## src/rtl/opsh_pkg.sv

```systemverilog
package opsh_pkg;

   typedef enum logic [1:0] {
      SK_LSL = 2'd0,
      SK_LSR = 2'd1,
      SK_ASR = 2'd2,
      SK_ROR = 2'd3
   } shift_kind_e;

   typedef enum logic [1:0] {
      FILL_NONE = 2'd0,
      FILL_ZERO = 2'd1,
      FILL_SIGN = 2'd2
   } fill_kind_e;

   typedef struct packed {
      logic is_zero;
      logic is_full;
      logic is_over;
   } amt_class_t;

endpackage

```

## src/rtl/opsh_amount.sv

```systemverilog
module opsh_amount #(
   parameter int DATA_W    = 32,
   parameter int REG_AMT_W = 8,
   localparam int IMM_W    = $clog2(DATA_W)
) (
   input  logic                 from_reg,
   input  logic [IMM_W-1:0]     imm_amt,
   input  logic [REG_AMT_W-1:0] reg_amt,
   output logic [IMM_W-1:0]     low_amt,
   output opsh_pkg::amt_class_t amt_cls
);
   localparam logic [REG_AMT_W-1:0] FULL_AMT = REG_AMT_W'(DATA_W);

   logic [REG_AMT_W-1:0] amt_full;

   always_comb begin
      if (from_reg) amt_full = reg_amt;
      else          amt_full = {{(REG_AMT_W-IMM_W){1'b0}}, imm_amt};
   end

   assign low_amt         = amt_full[IMM_W-1:0];
   assign amt_cls.is_zero = (amt_full == '0);
   assign amt_cls.is_full = (amt_full == FULL_AMT);
   assign amt_cls.is_over = (amt_full > FULL_AMT);

   always_comb begin
      p_amt_class_onehot_r5: assert ($onehot0({amt_cls.is_zero, amt_cls.is_full, amt_cls.is_over}))
         else $error("amount class flags overlap");
      p_imm_in_range_r5: assert (from_reg || !(amt_cls.is_full || amt_cls.is_over))
         else $error("immediate distance reached word width");
   end
endmodule

```

## src/rtl/opsh_rotator.sv

```systemverilog
module opsh_rotator #(
   parameter int DATA_W  = 32,
   parameter bit STAGED  = 1'b1,
   localparam int IMM_W  = $clog2(DATA_W)
) (
   input  logic [DATA_W-1:0] din,
   input  logic [IMM_W-1:0]  rot_amt,
   output logic [DATA_W-1:0] dout
);
   generate
      if (STAGED) begin : g_staged
         logic [DATA_W-1:0] stage [IMM_W+1];
         assign stage[0] = din;
         for (genvar s = 0; s < IMM_W; s++) begin : g_stage
            localparam int STEP = 1 << s;
            always_comb begin
               if (rot_amt[s])
                  stage[s+1] = {stage[s][STEP-1:0], stage[s][DATA_W-1:STEP]};
               else
                  stage[s+1] = stage[s];
            end
         end
         assign dout = stage[IMM_W];
      end else begin : g_flat
         logic [2*DATA_W-1:0] doubled;
         assign doubled = {din, din} >> rot_amt;
         assign dout    = doubled[DATA_W-1:0];
      end
   endgenerate

   always_comb begin
      p_rot_keeps_ones_r4: assert ($countones(dout) == $countones(din))
         else $error("rotator lost or gained bits");
   end
endmodule

```

## src/rtl/opsh_fill.sv

```systemverilog
module opsh_fill #(
   parameter int DATA_W = 32,
   localparam int IMM_W = $clog2(DATA_W)
) (
   input  logic [DATA_W-1:0]  rot_in,
   input  logic [IMM_W-1:0]   low_amt,
   input  opsh_pkg::fill_kind_e fill_kind,
   input  logic               sign_bit,
   input  logic               saturate,
   output logic [DATA_W-1:0]  fill_out
);
   import opsh_pkg::*;

   logic [DATA_W-1:0] keep_mask;
   logic [DATA_W-1:0] fill_bits;

   generate
      for (genvar i = 0; i < DATA_W; i++) begin : g_mask
         assign keep_mask[i] = ((i + int'(low_amt)) < DATA_W);
      end
   endgenerate

   always_comb begin
      fill_bits = (fill_kind == FILL_SIGN && sign_bit) ? '1 : '0;
      if (fill_kind == FILL_NONE)
         fill_out = rot_in;
      else if (saturate)
         fill_out = fill_bits;
      else
         fill_out = (rot_in & keep_mask) | (fill_bits & ~keep_mask);
   end

   always_comb begin
      p_zero_fill_top_r2: assert (!(fill_kind == FILL_ZERO && low_amt != '0) || fill_out[DATA_W-1] == 1'b0)
         else $error("zero fill left a one in the top bit");
      p_sat_uniform_r9: assert (!(fill_kind != FILL_NONE && saturate) || fill_out == '0 || fill_out == '1)
         else $error("saturated result not uniform");
   end
endmodule

```

## src/rtl/opsh_carry.sv

```systemverilog
module opsh_carry #(
   parameter int DATA_W = 32,
   localparam int IMM_W = $clog2(DATA_W)
) (
   input  logic [DATA_W-1:0]     src,
   input  logic [IMM_W-1:0]      low_amt,
   input  opsh_pkg::amt_class_t  amt_cls,
   input  opsh_pkg::shift_kind_e kind,
   input  logic                  carry_in,
   input  logic                  sign_bit,
   output logic                  carry_out
);
   import opsh_pkg::*;

   logic [IMM_W-1:0] last_idx;
   logic             last_bit;

   assign last_idx = low_amt - 1'b1;

   always_comb begin
      last_bit = (low_amt == '0) ? src[DATA_W-1] : src[last_idx];
      if (amt_cls.is_zero)
         carry_out = carry_in;
      else begin
         unique case (kind)
            SK_ROR:  carry_out = last_bit;
            SK_ASR:  carry_out = (amt_cls.is_full || amt_cls.is_over) ? sign_bit : last_bit;
            default: carry_out = amt_cls.is_over ? 1'b0 : last_bit;
         endcase
      end
   end

   always_comb begin
      p_asr_big_carry_r9: assert (!(kind == SK_ASR && (amt_cls.is_full || amt_cls.is_over)) || carry_out == src[DATA_W-1])
         else $error("arithmetic carry differs from sign");
   end
endmodule

```

## src/rtl/opnd_shifter.sv

```systemverilog
module opnd_shifter #(
   parameter int DATA_W    = 32,
   parameter int REG_AMT_W = 8,
   parameter bit STAGED    = 1'b1,
   localparam int IMM_W    = $clog2(DATA_W)
) (
   input  logic [DATA_W-1:0]    op_value,
   input  logic [1:0]           shift_kind,
   input  logic                 amt_from_reg,
   input  logic [IMM_W-1:0]     amt_imm,
   input  logic [REG_AMT_W-1:0] amt_reg,
   input  logic                 carry_in,
   output logic [DATA_W-1:0]    shifted,
   output logic                 carry_out
);
   import opsh_pkg::*;

   generate
      if ((DATA_W < 2) || ((DATA_W & (DATA_W - 1)) != 0)) begin : g_bad_width
         $error("DATA_W must be a power of two of at least 2");
      end
      if (REG_AMT_W <= IMM_W) begin : g_bad_amt
         $error("REG_AMT_W must exceed the immediate width");
      end
   endgenerate

   shift_kind_e kind;
   logic [IMM_W-1:0]  low_amt;
   amt_class_t        amt_cls;
   logic              is_left;
   logic              sign_bit;
   logic [DATA_W-1:0] rev_in;
   logic [DATA_W-1:0] work;
   logic [DATA_W-1:0] rotated;
   logic [DATA_W-1:0] filled;
   logic [DATA_W-1:0] rev_out;
   fill_kind_e        fill_kind;
   logic              saturate;

   assign kind     = shift_kind_e'(shift_kind);
   assign is_left  = (kind == SK_LSL);
   assign sign_bit = op_value[DATA_W-1];

   opsh_amount #(.DATA_W(DATA_W), .REG_AMT_W(REG_AMT_W)) u_amount (
      .from_reg (amt_from_reg),
      .imm_amt  (amt_imm),
      .reg_amt  (amt_reg),
      .low_amt  (low_amt),
      .amt_cls  (amt_cls)
   );

   generate
      for (genvar i = 0; i < DATA_W; i++) begin : g_rev
         assign rev_in[i]  = op_value[DATA_W-1-i];
         assign rev_out[i] = filled[DATA_W-1-i];
      end
   endgenerate

   assign work = is_left ? rev_in : op_value;

   opsh_rotator #(.DATA_W(DATA_W), .STAGED(STAGED)) u_rotator (
      .din     (work),
      .rot_amt (low_amt),
      .dout    (rotated)
   );

   always_comb begin
      unique case (kind)
         SK_ROR:  fill_kind = FILL_NONE;
         SK_ASR:  fill_kind = FILL_SIGN;
         default: fill_kind = FILL_ZERO;
      endcase
   end

   assign saturate = amt_cls.is_full || amt_cls.is_over;

   opsh_fill #(.DATA_W(DATA_W)) u_fill (
      .rot_in    (rotated),
      .low_amt   (low_amt),
      .fill_kind (fill_kind),
      .sign_bit  (sign_bit),
      .saturate  (saturate),
      .fill_out  (filled)
   );

   assign shifted = is_left ? rev_out : filled;

   opsh_carry #(.DATA_W(DATA_W)) u_carry (
      .src       (work),
      .low_amt   (low_amt),
      .amt_cls   (amt_cls),
      .kind      (kind),
      .carry_in  (carry_in),
      .sign_bit  (sign_bit),
      .carry_out (carry_out)
   );

   always_comb begin
      p_zero_pass_r6: assert (!amt_cls.is_zero || (shifted == op_value && carry_out == carry_in))
         else $error("zero distance altered operand or carry");
      p_lsl_low_bit_r1: assert (!(kind == SK_LSL && !amt_cls.is_zero) || shifted[0] == 1'b0)
         else $error("left shift left a one in bit 0");
      p_asr_keeps_sign_r3: assert (kind != SK_ASR || shifted[DATA_W-1] == op_value[DATA_W-1])
         else $error("arithmetic shift changed the sign");
      p_ror_carry_msb_r4: assert (!(kind == SK_ROR && !amt_cls.is_zero) || carry_out == shifted[DATA_W-1])
         else $error("rotate carry differs from result top bit");
      p_logic_over_zero_r8: assert (!((kind == SK_LSL || kind == SK_LSR) && amt_cls.is_over) || (shifted == '0 && carry_out == 1'b0))
         else $error("over-range logical shift not cleared");
   end
endmodule

```

## config.mk

```make
export PLATFORM = sky130hd
export DESIGN_NAME = opnd_shifter
export DESIGN_NICKNAME = d
export VERILOG_FILES = /design/src/rtl/opsh_pkg.sv /design/src/rtl/opsh_amount.sv /design/src/rtl/opsh_rotator.sv /design/src/rtl/opsh_fill.sv /design/src/rtl/opsh_carry.sv /design/src/rtl/opnd_shifter.sv
export SDC_FILE = /design/constraint.sdc
export NUM_CORES = 1
export LEC_CHECK = 0
export BUFFER_PORTS_ARGS = -buffer_cell sky130_fd_sc_hd__buf_2
export CAP_MARGIN = 20
export CELL_PAD_IN_SITES_DETAIL_PLACEMENT = 1
export CELL_PAD_IN_SITES_GLOBAL_PLACEMENT = 2
export CORE_MARGIN = 10
export CORE_UTILIZATION = 35
export DETAILED_ROUTE_END_ITERATION = 10
export PLACE_DENSITY_LB_ADDON = 0.2
export SLEW_MARGIN = 20
export SYNTH_ARGS = -nofsm -noshare
export SYNTH_HDL_FRONTEND = slang
export SYNTH_SLANG_ARGS = --single-unit
```

## constraint.sdc

```tcl
create_clock -name vclk -period 5.4
set_input_delay 1.08 -clock vclk [all_inputs]
set_output_delay 1.08 -clock vclk [all_outputs]
set_load 0.01 [all_outputs]
```

# Word-level counts from Yosys, hierarchy flattened
# Cells that the tools add are included.
totals:
  reg_bits: 0
  input_bits: 49
op_classes:
  eq_ne: 4
  n_addsub: 32
  reduce_logical: 6
  mux: 19
  n_lt_le_gt_ge: 34
  bitwise: 4
op_table:
  columns: ["op", "n"]
  rows:
  - ["$lt 32x7->1 const B", 31]
  - ["$mux 32", 10]
  - ["$add 5x5->6 const A", 16]
  - ["$and 32x32->32", 2]
  - ["$add 4x5->6 const A", 8]
  - ["$not 32->32", 1]
  - ["$or 32x32->32", 1]
  - ["$add 3x5->6 const A", 4]
  - ["$add 2x5->6 const A", 2]
  - ["$lt 5x6->1 const B", 2]
  - ["$eq 8x6->1 const B", 1]
  - ["$gt 8x6->1 const B", 1]
  - ["$logic_not 8->1", 1]
  - ["$mux 8", 1]
  - ["$add 1x5->6 const A", 1]
  - ["$eq 2x2->1 const B", 3]
  - ["$bmux 1 s5", 1]
  - ["$logic_not 5->1", 1]
  - ["$mux 1", 5]
  - ["$sub 5x1->5 const B", 1]
  - ["$logic_not 2->1", 2]
  - ["$pmux 2 s2", 1]
  - ["$pmux 1 s2", 1]
  - ["$logic_and 1x1->1", 1]
  - ["$logic_or 1x1->1", 1]

# Depth between registers and ports, before layout
# Gate-level depths: netlist of the first run.
depth:
  ltp_word: 12
  ltp_mapped: 12
  ltp_nobuf: 8

# Hierarchy
# A second synthesis of the first run with hierarchy kept.
unflattened:
  cells_unflattened: 351
  area_unflattened_um2: 4394.2
modules_own_cells:
  columns: ["mod", "cells_per_inst", "n_inst", "area_each_um2"]
  rows:
  - ["opsh_rotator", 116, 1, 1949.4]
  - ["opnd_shifter", 74, 1, 1099.8]
  - ["opsh_fill", 98, 1, 742.0]
  - ["opsh_carry", 47, 1, 473.0]
  - ["opsh_amount", 16, 1, 130.1]

# Worst setup path before layout of the first run
# OpenSTA, ideal clock, no wires.
synth_path:
  path_kind: "input-to-output"
  start: "in amt_from_reg"
  end: "out carry_out"
  slack_ns: 0.914
  arrival_time_ns: 3.406
  cell_stages: 11
  required_ns: 4.320
  path_buffers: 4
  cell_sequence: "buf_6 mux2_4 clkinv_2 buf_4 buf_4 ha_1 buf_1 mux4_2 o221ai_1 a211o_1 o211ai_1"
synth_between:
  elab_chain_cells: 8
  elab_cells_between_ends: 14
  cone_classes: "add/sub: 1; order compare: 1; eq/ne: 1; mux: 8; reduce/logical: 3"
synth_rtl:
  columns: ["item", "line", "source"]
  rows:
  - ["start: declaration", "opnd_shifter.sv:9", "input logic amt_from_reg,"]
  - ["$mux 8 (*)", "opsh_amount.sv:17", "if (from_reg) amt_full = reg_amt;"]
  - ["$sub 5x1->5", "opsh_carry.sv:18", "assign last_idx = low_amt - 1'b1;"]
  - ["$bmux 1 s5", "opsh_carry.sv:21", "last_bit = (low_amt == '0) ? src[DATA_W-1] : src[last_idx];"]
  - ["$mux 1 (implied by the code)", "opsh_carry.sv:21", null]
  - ["$mux 1", "opsh_carry.sv:21", null]
  - ["$mux 1, on equally long branches", "opsh_carry.sv:28, opsh_carry.sv:27", null]
  - ["$pmux 1 s2", "opsh_carry.sv:25", "unique case (kind)"]
  - ["$mux 1 (*)", "opsh_carry.sv:22", "if (amt_cls.is_zero)"]
  - ["end: declaration", "opnd_shifter.sv:14", "output logic carry_out"]
# Mark *: on every way between the ends. The rest lies on a longest branch, timed or not. The select of a mux whose other input is x is not followed.

# Worst setup path after layout of the first run
layout_path:
  start: "in shift_kind[0]"
  end: "out shifted[9]"
layout_between:
  elab_chain_cells: 12
  elab_cells_between_ends: 20
  cone_classes: "eq/ne: 3; mux: 11; bitwise: 3; reduce/logical: 3"
layout_rtl:
  columns: ["item", "line", "source"]
  rows:
  - ["start: declaration", "opnd_shifter.sv:8", "input logic [1:0] shift_kind,"]
  - ["$logic_not 2->1", "opnd_shifter.sv:41", "assign is_left = (kind == SK_LSL);"]
  - ["$mux 32", "opnd_shifter.sv:59", "assign work = is_left ? rev_in : op_value;"]
  - ["$mux 32 (5 in a row)", "opsh_rotator.sv:17", "if (rot_amt[s])"]
  - ["$and 32x32->32", "opsh_fill.sv:30", "fill_out = (rot_in & keep_mask) | (fill_bits & ~keep_mask);"]
  - ["$or 32x32->32", "opsh_fill.sv:30", null]
  - ["$mux 32", "opsh_fill.sv:27", "else if (saturate)"]
  - ["$mux 32", "opsh_fill.sv:25", "if (fill_kind == FILL_NONE)"]
  - ["$mux 32 (*)", "opnd_shifter.sv:86", "assign shifted = is_left ? rev_out : filled;"]
  - ["end: declaration", "opnd_shifter.sv:13", "output logic [DATA_W-1:0] shifted,"]
# Mark *: on every way between the ends. The rest lies on a longest branch, timed or not.

==> flow_summary.toml, run 1 <==
[synth]
ys_types = 54
synthSimpleGateAreaFrac_pct = 14.5
syn_nets = 536
synthAdderAreaFrac_pct = 0.311
synth.area.top_cells = "mux4_2, mux2i_1, a22oi_1, nand2_1, o22a_1"
synth.area.mux_share_pct = 45.9
synth_top_family_by_area = "multiplexers"
postSynthAreaPerCell_um2 = 8.28
ys.warnings.count = 0
synth-seq-area-share_pct = 0
syn_inst = 486
synth_xor_area_share_pct = 0.622
yosysTopAreaCell = "mux4_2"
synth_compound_area_share_pct = 31.3
synth_area_um2 = 4020
yosysTopAreaCellShare_pct = 25.2

[critical_path]
critPathTopFamily = "multiplexers"
critical_path_buf_inv_count = 2
cpMaxStageDelayCell = "mux4_2"
cp_cell_sequence = "buf_2 > or2_2 > mux4_2 > mux2i_1 > a22oi_1 > a21oi_1 > a211oi_1 > o22a_1 > buf_2"
slowest_delay_ns = 0.58
worstPathArrival_ns = 3.91
cpMostUsedCell = "buf_2"
worstPathMaxFanout = 16
start_kind = "input pin"
crit_type = "input pin to output port"
cp.required_ns = 4.32
endpoint_kind = "output port"

[floorplanning]
core_um2 = 11300
die_w_um = 127
initial_utilization_pct = 35.5
die-area_um2 = 16200
io_pins = 82
die_h_um = 127
rows = 39

[route]
drt-met1-wl_um = 7770
met3WireLength_um = 925
wl_met2_um = 7980
wirelength_um = 17000
top_layer_used = "met4"
post_drt_via_cell_ratio = 6.74
vias = 4553
wl_per_cell_um = 25.2
ant_nets = 0
drt_iter0_markers = 455
drc = 0
first_pass_iters = 6

[final_layout]
num_antenna_cells = 0
clkbuf_count = 0
regArea_um2 = 0
design.seq.count = 0
area.growth.synth_to_final_pct = 11.6
layout.nets = 585
layout-drive-gt1-share_pct = 29.5

[power_and_ir_drop]
p_int_mw = 0.284
leakage_nw = 1.88
power_mw = 0.698
combPwrFrac_pct = 100.0
pwr-share-seq_pct = 0
clkPwrFrac_pct = 0
vdd_drop_max_uv = 50.4
swShare_pct = 59.4
power.density_nw_per_um2 = 156
power.net_switching_mw = 0.415

[clock_tree]
cts-resized-gates = 0
postCtsSetupBuffers = 0
ctsHoldBuffers = 0

[sta]
timing.final.max_slew_violations = 0
tns_ns = 0
finalCritPeriodShare_pct = 92.4
relSlewSlack_pct = 49.0
fmax_mhz = 200
setup_viol = 0
hold_slack_ns = 2.51
tightest_slew_ns = 0.763
fin_crit_ns = 4.99
rsz0062_at_grt = "no"
finalHoldViolCount = 0

[place]
io_buffers = 82
dpl.hpwl_um = 13400
globalplace.congestion = 0.900

[global_route]
antenna_found_initial = 0
grt_first_pass_wirelength_um = 27100
grt_usage_pct = 20.0
gr-total-overflow = 0
grt_max_degree = 48
first_global_vias = 4758

[worst_hold_path]
min_from = "carry_in"
min_to = "carry_out"
min_path_cells = 4
worstHoldPathType = "input pin to output port"

[job]
drv_cap = 0

[status]
status = "finished, final reports clean"
-- per-stage QoR --
stage | cells | instance area [µm²] | setup WS [ns] | util, %
after global placement | 676 | 4490 | 0.564 | 39.7
after detailed placement | 676 | 4490 | 0.496 | 39.7
after floorplan | 486 | 4020 | 0.914 | -
after global routing | 676 | 4490 | 0.264 | 39.7
final | 676 | 4490 | 0.411 | 39.7
after CTS | 676 | 4490 | 0.484 | 39.7
-- layout by cell type (no fill, tap or decap), drive strengths merged, types with 5 or more instances in the layout --
master / instances
a31oi: 5
nand3: 6
a22oi: 45
mux2i: 61
o22ai: 20
nor2: 22
mux4: 51
buf: 99
nand2: 79
o21ai: 27
a21oi: 28
o22a: 24
a211oi: 7
a2bb2oi: 7
nor3: 5
-- cell type report --
type	instances	area (µm²)
Fill cell	1385	6830
Inverter	1	5.00
Multi-Input combinational cell	433	3730
Tap cell	143	179
Timing Repair Buffer	99	576
-- power groups by stage --
stage	sequential, mW	combinational, mW	clock (mW)
after CTS	0	0.692	0
after floorplan	0	0.473	0
final	0	0.698	0
after detailed placement	0	0.690	0
after global routing	0	0.756	0
after global placement	0	0.677	0
-- synth_stat cells, drive strengths merged, types with 3 or more instances --
library cell and n:
nand2 79, mux2i 61, mux4 51, a22oi 45, a21oi 28, clkbuf 28
o21ai 27, buf 24, o22a 24, nor2 22, o22ai 20, a211oi 7
a2bb2oi 7, nand3 6, a31oi 5, nor3 5, and2 4, mux2 4
o211ai 3, o21a 3, o221ai 3, or3 3
-- logic make-up after synthesis --
kind of cell / Yosys count
AO/OA/AOI/OAI: 182
XOR/XNOR: 2
multiplexers: 116
buffers and inverters: 53
AND/OR/NAND/NOR: 132
adder cells (fa/ha/maj): 1
-- worst max-delay path by stage --
stage / cells past startpoint / slack (ns) / from / endpoint
floorplan: 11 / 0.91 / amt_from_reg / carry_out
CTS: 9 / 0.48 / shift_kind[0] / shifted[9]
global route: 9 / 0.26 / shift_kind[0] / shifted[9]
finish: 9 / 0.41 / shift_kind[0] / shifted[9]
global placement: 9 / 0.56 / shift_kind[0] / shifted[9]
detailed placement: 9 / 0.50 / shift_kind[1] / shifted[20]
-- tightest hold or removal path: stages --
cell and delay, ns:
buf_2 0.08, nand3_1 0.05, o211ai_1 0.08, buf_2 0.13
-- routing by layer --
layer,GRT usage (%),vias up
met5,0,-
li1,-,2078
met3,2.52,23
met2,33.0,163
met1,27.4,2289
met4,3.62,0
No activity file was read; power rests on OpenSTA's default activity.
==> run 2: changes to the inputs <==
--- a/config.mk
+++ b/config.mk
@@ -7,8 +7,6 @@
 export LEC_CHECK = 0
 export BUFFER_PORTS_ARGS = -buffer_cell sky130_fd_sc_hd__buf_2
 export CAP_MARGIN = 20
-export CELL_PAD_IN_SITES_DETAIL_PLACEMENT = 1
-export CELL_PAD_IN_SITES_GLOBAL_PLACEMENT = 2
 export CORE_MARGIN = 10
 export CORE_UTILIZATION = 35
 export DETAILED_ROUTE_END_ITERATION = 10
==> flow_summary.toml, run 2 (synthesized netlist as in run 1, its figures left out) <==
[status]
status = "finished, final reports clean"

[power_and_ir_drop]
power.density_nw_per_um2 = 152
combPwrFrac_pct = 100.0
leakage_nw = 1.88
pwr-share-seq_pct = 0
vdd_drop_max_uv = 52.9
power_mw = 0.683
power.net_switching_mw = 0.401
swShare_pct = 58.6
p_int_mw = 0.283
clkPwrFrac_pct = 0

[clock_tree]
postCtsSetupBuffers = 0
ctsHoldBuffers = 0
cts-resized-gates = 0

[sta]
setup_viol = 0
finalHoldViolCount = 0
tns_ns = 0
fin_crit_ns = 4.92
rsz0062_at_grt = "no"
tightest_slew_ns = 0.689
relSlewSlack_pct = 54.0
finalCritPeriodShare_pct = 91.1
timing.final.max_slew_violations = 0
fmax_mhz = 203

[critical_path]
start_kind = "input pin"
cpMaxStageDelayCell = "mux4_2"
slowest_delay_ns = 0.58
cpMostUsedCell = "mux2i_1"
startpoint = "shift_kind[1]"
endpoint_kind = "output port"
crit_type = "input pin to output port"
worstPathArrival_ns = 3.84
cp_num_cells = 9
critical_path_buf_inv_count = 2
cp.required_ns = 4.32
critPathTopFamily = "multiplexers"
crit_end = "shifted[23]"
cp_cell_sequence = "buf_2 > or2_2 > mux4_2 > mux2i_1 > mux2i_1 > mux2i_1 > nand3_1 > a211o_1 > buf_2"
worstPathMaxFanout = 15

[worst_hold_path]
worstHoldPathType = "input pin to output port"
min_from = "carry_in"

[global_route]
antenna_found_initial = 0
grt_max_degree = 48
grt_first_pass_wirelength_um = 25200
grt_usage_pct = 18.3
first_global_vias = 4460
gr-total-overflow = 0

[route]
wirelength_um = 15600
wl_per_cell_um = 23.0
drc = 0
vias = 4555
first_pass_iters = 5
ant_nets = 0
post_drt_via_cell_ratio = 6.73
drt_iter0_markers = 558

[final_layout]
final_cell_mix = "buf_2, nand2_1, mux2i_1"
design.seq.count = 0
final_common_cell = "buf_2"
final_util_pct = 39.6
layout-drive-gt1-share_pct = 29.6
num_antenna_cells = 0
area.growth.synth_to_final_pct = 11.5
fillers = 1197
layout.nets = 586
regArea_um2 = 0
clkbuf_count = 0

[floorplanning]
initial_utilization_pct = 35.5
io_pins = 82
die-area_um2 = 16200
die_w_um = 127
die_h_um = 127
rows = 39
core_um2 = 11300

[place]
globalplace.congestion = 0.932
io_buffers = 82
dpl.hpwl_um = 12300

[job]
drv_cap = 0
-- run 2: changes by cell type in the layout (fill, tap and decap cells not counted), sizes merged --
cell  before  now
buf       99  100
-- run 2: worst min-delay path, cell delays in order --
cell      delay [ns]
buf_2           0.08
nand3_1         0.05
o211ai_1        0.09
buf_2           0.14
-- run 2: cell type report --
class / count / area, µm² / share of cell area, %
inverters: 1 / 5.00 / 0.112
multi-input cells: 433 / 3730 / 83.2
well taps: 143 / 179 / 3.99
repair buffers: 100 / 571 / 12.7
-- run 2: metal layers --
layer | wire length (µm) | vias to the layer above | global-route usage, %
met5 | 0 | - | 0
met4 | 275 | 0 | 3.28
met3 | 1360 | 18 | 2.73
met2 | 7240 | 250 | 29.6
met1 | 6720 | 2198 | 25.4
li1 | - | 2089 | -
-- run 2: how the worst min path moves through the flow --
stage | endpoint | slack [ns] | cells after the start
2_1_floorplan | carry_out | 2.33 | 2
3_3_place_gp | carry_out | 2.53 | 4
3_5_place_dp | carry_out | 2.53 | 4
4_1_cts | carry_out | 2.53 | 4
5_1_grt | carry_out | 2.57 | 4
6_report | carry_out | 2.53 | 4
-- run 2: metrics by stage --
step	worst slack, ns	instance area [µm²]	hold WS, ns	instances
after global placement	0.493	4480	2.53	677
final	0.479	4480	2.53	677
after global routing	0.337	4480	2.57	677
after detailed placement	0.504	4480	2.53	677
after CTS	0.488	4480	2.53	677
after floorplan	0.914	4020	2.33	486
-- run 2: power by group through the flow --
stage | Clock (mW) | Combinational [mW] | Sequential [mW]
2_1_floorplan | 0 | 0.473 | 0
3_3_place_gp | 0 | 0.668 | 0
3_5_place_dp | 0 | 0.674 | 0
4_1_cts | 0 | 0.676 | 0
5_1_grt | 0 | 0.742 | 0
6_report | 0 | 0.683 | 0
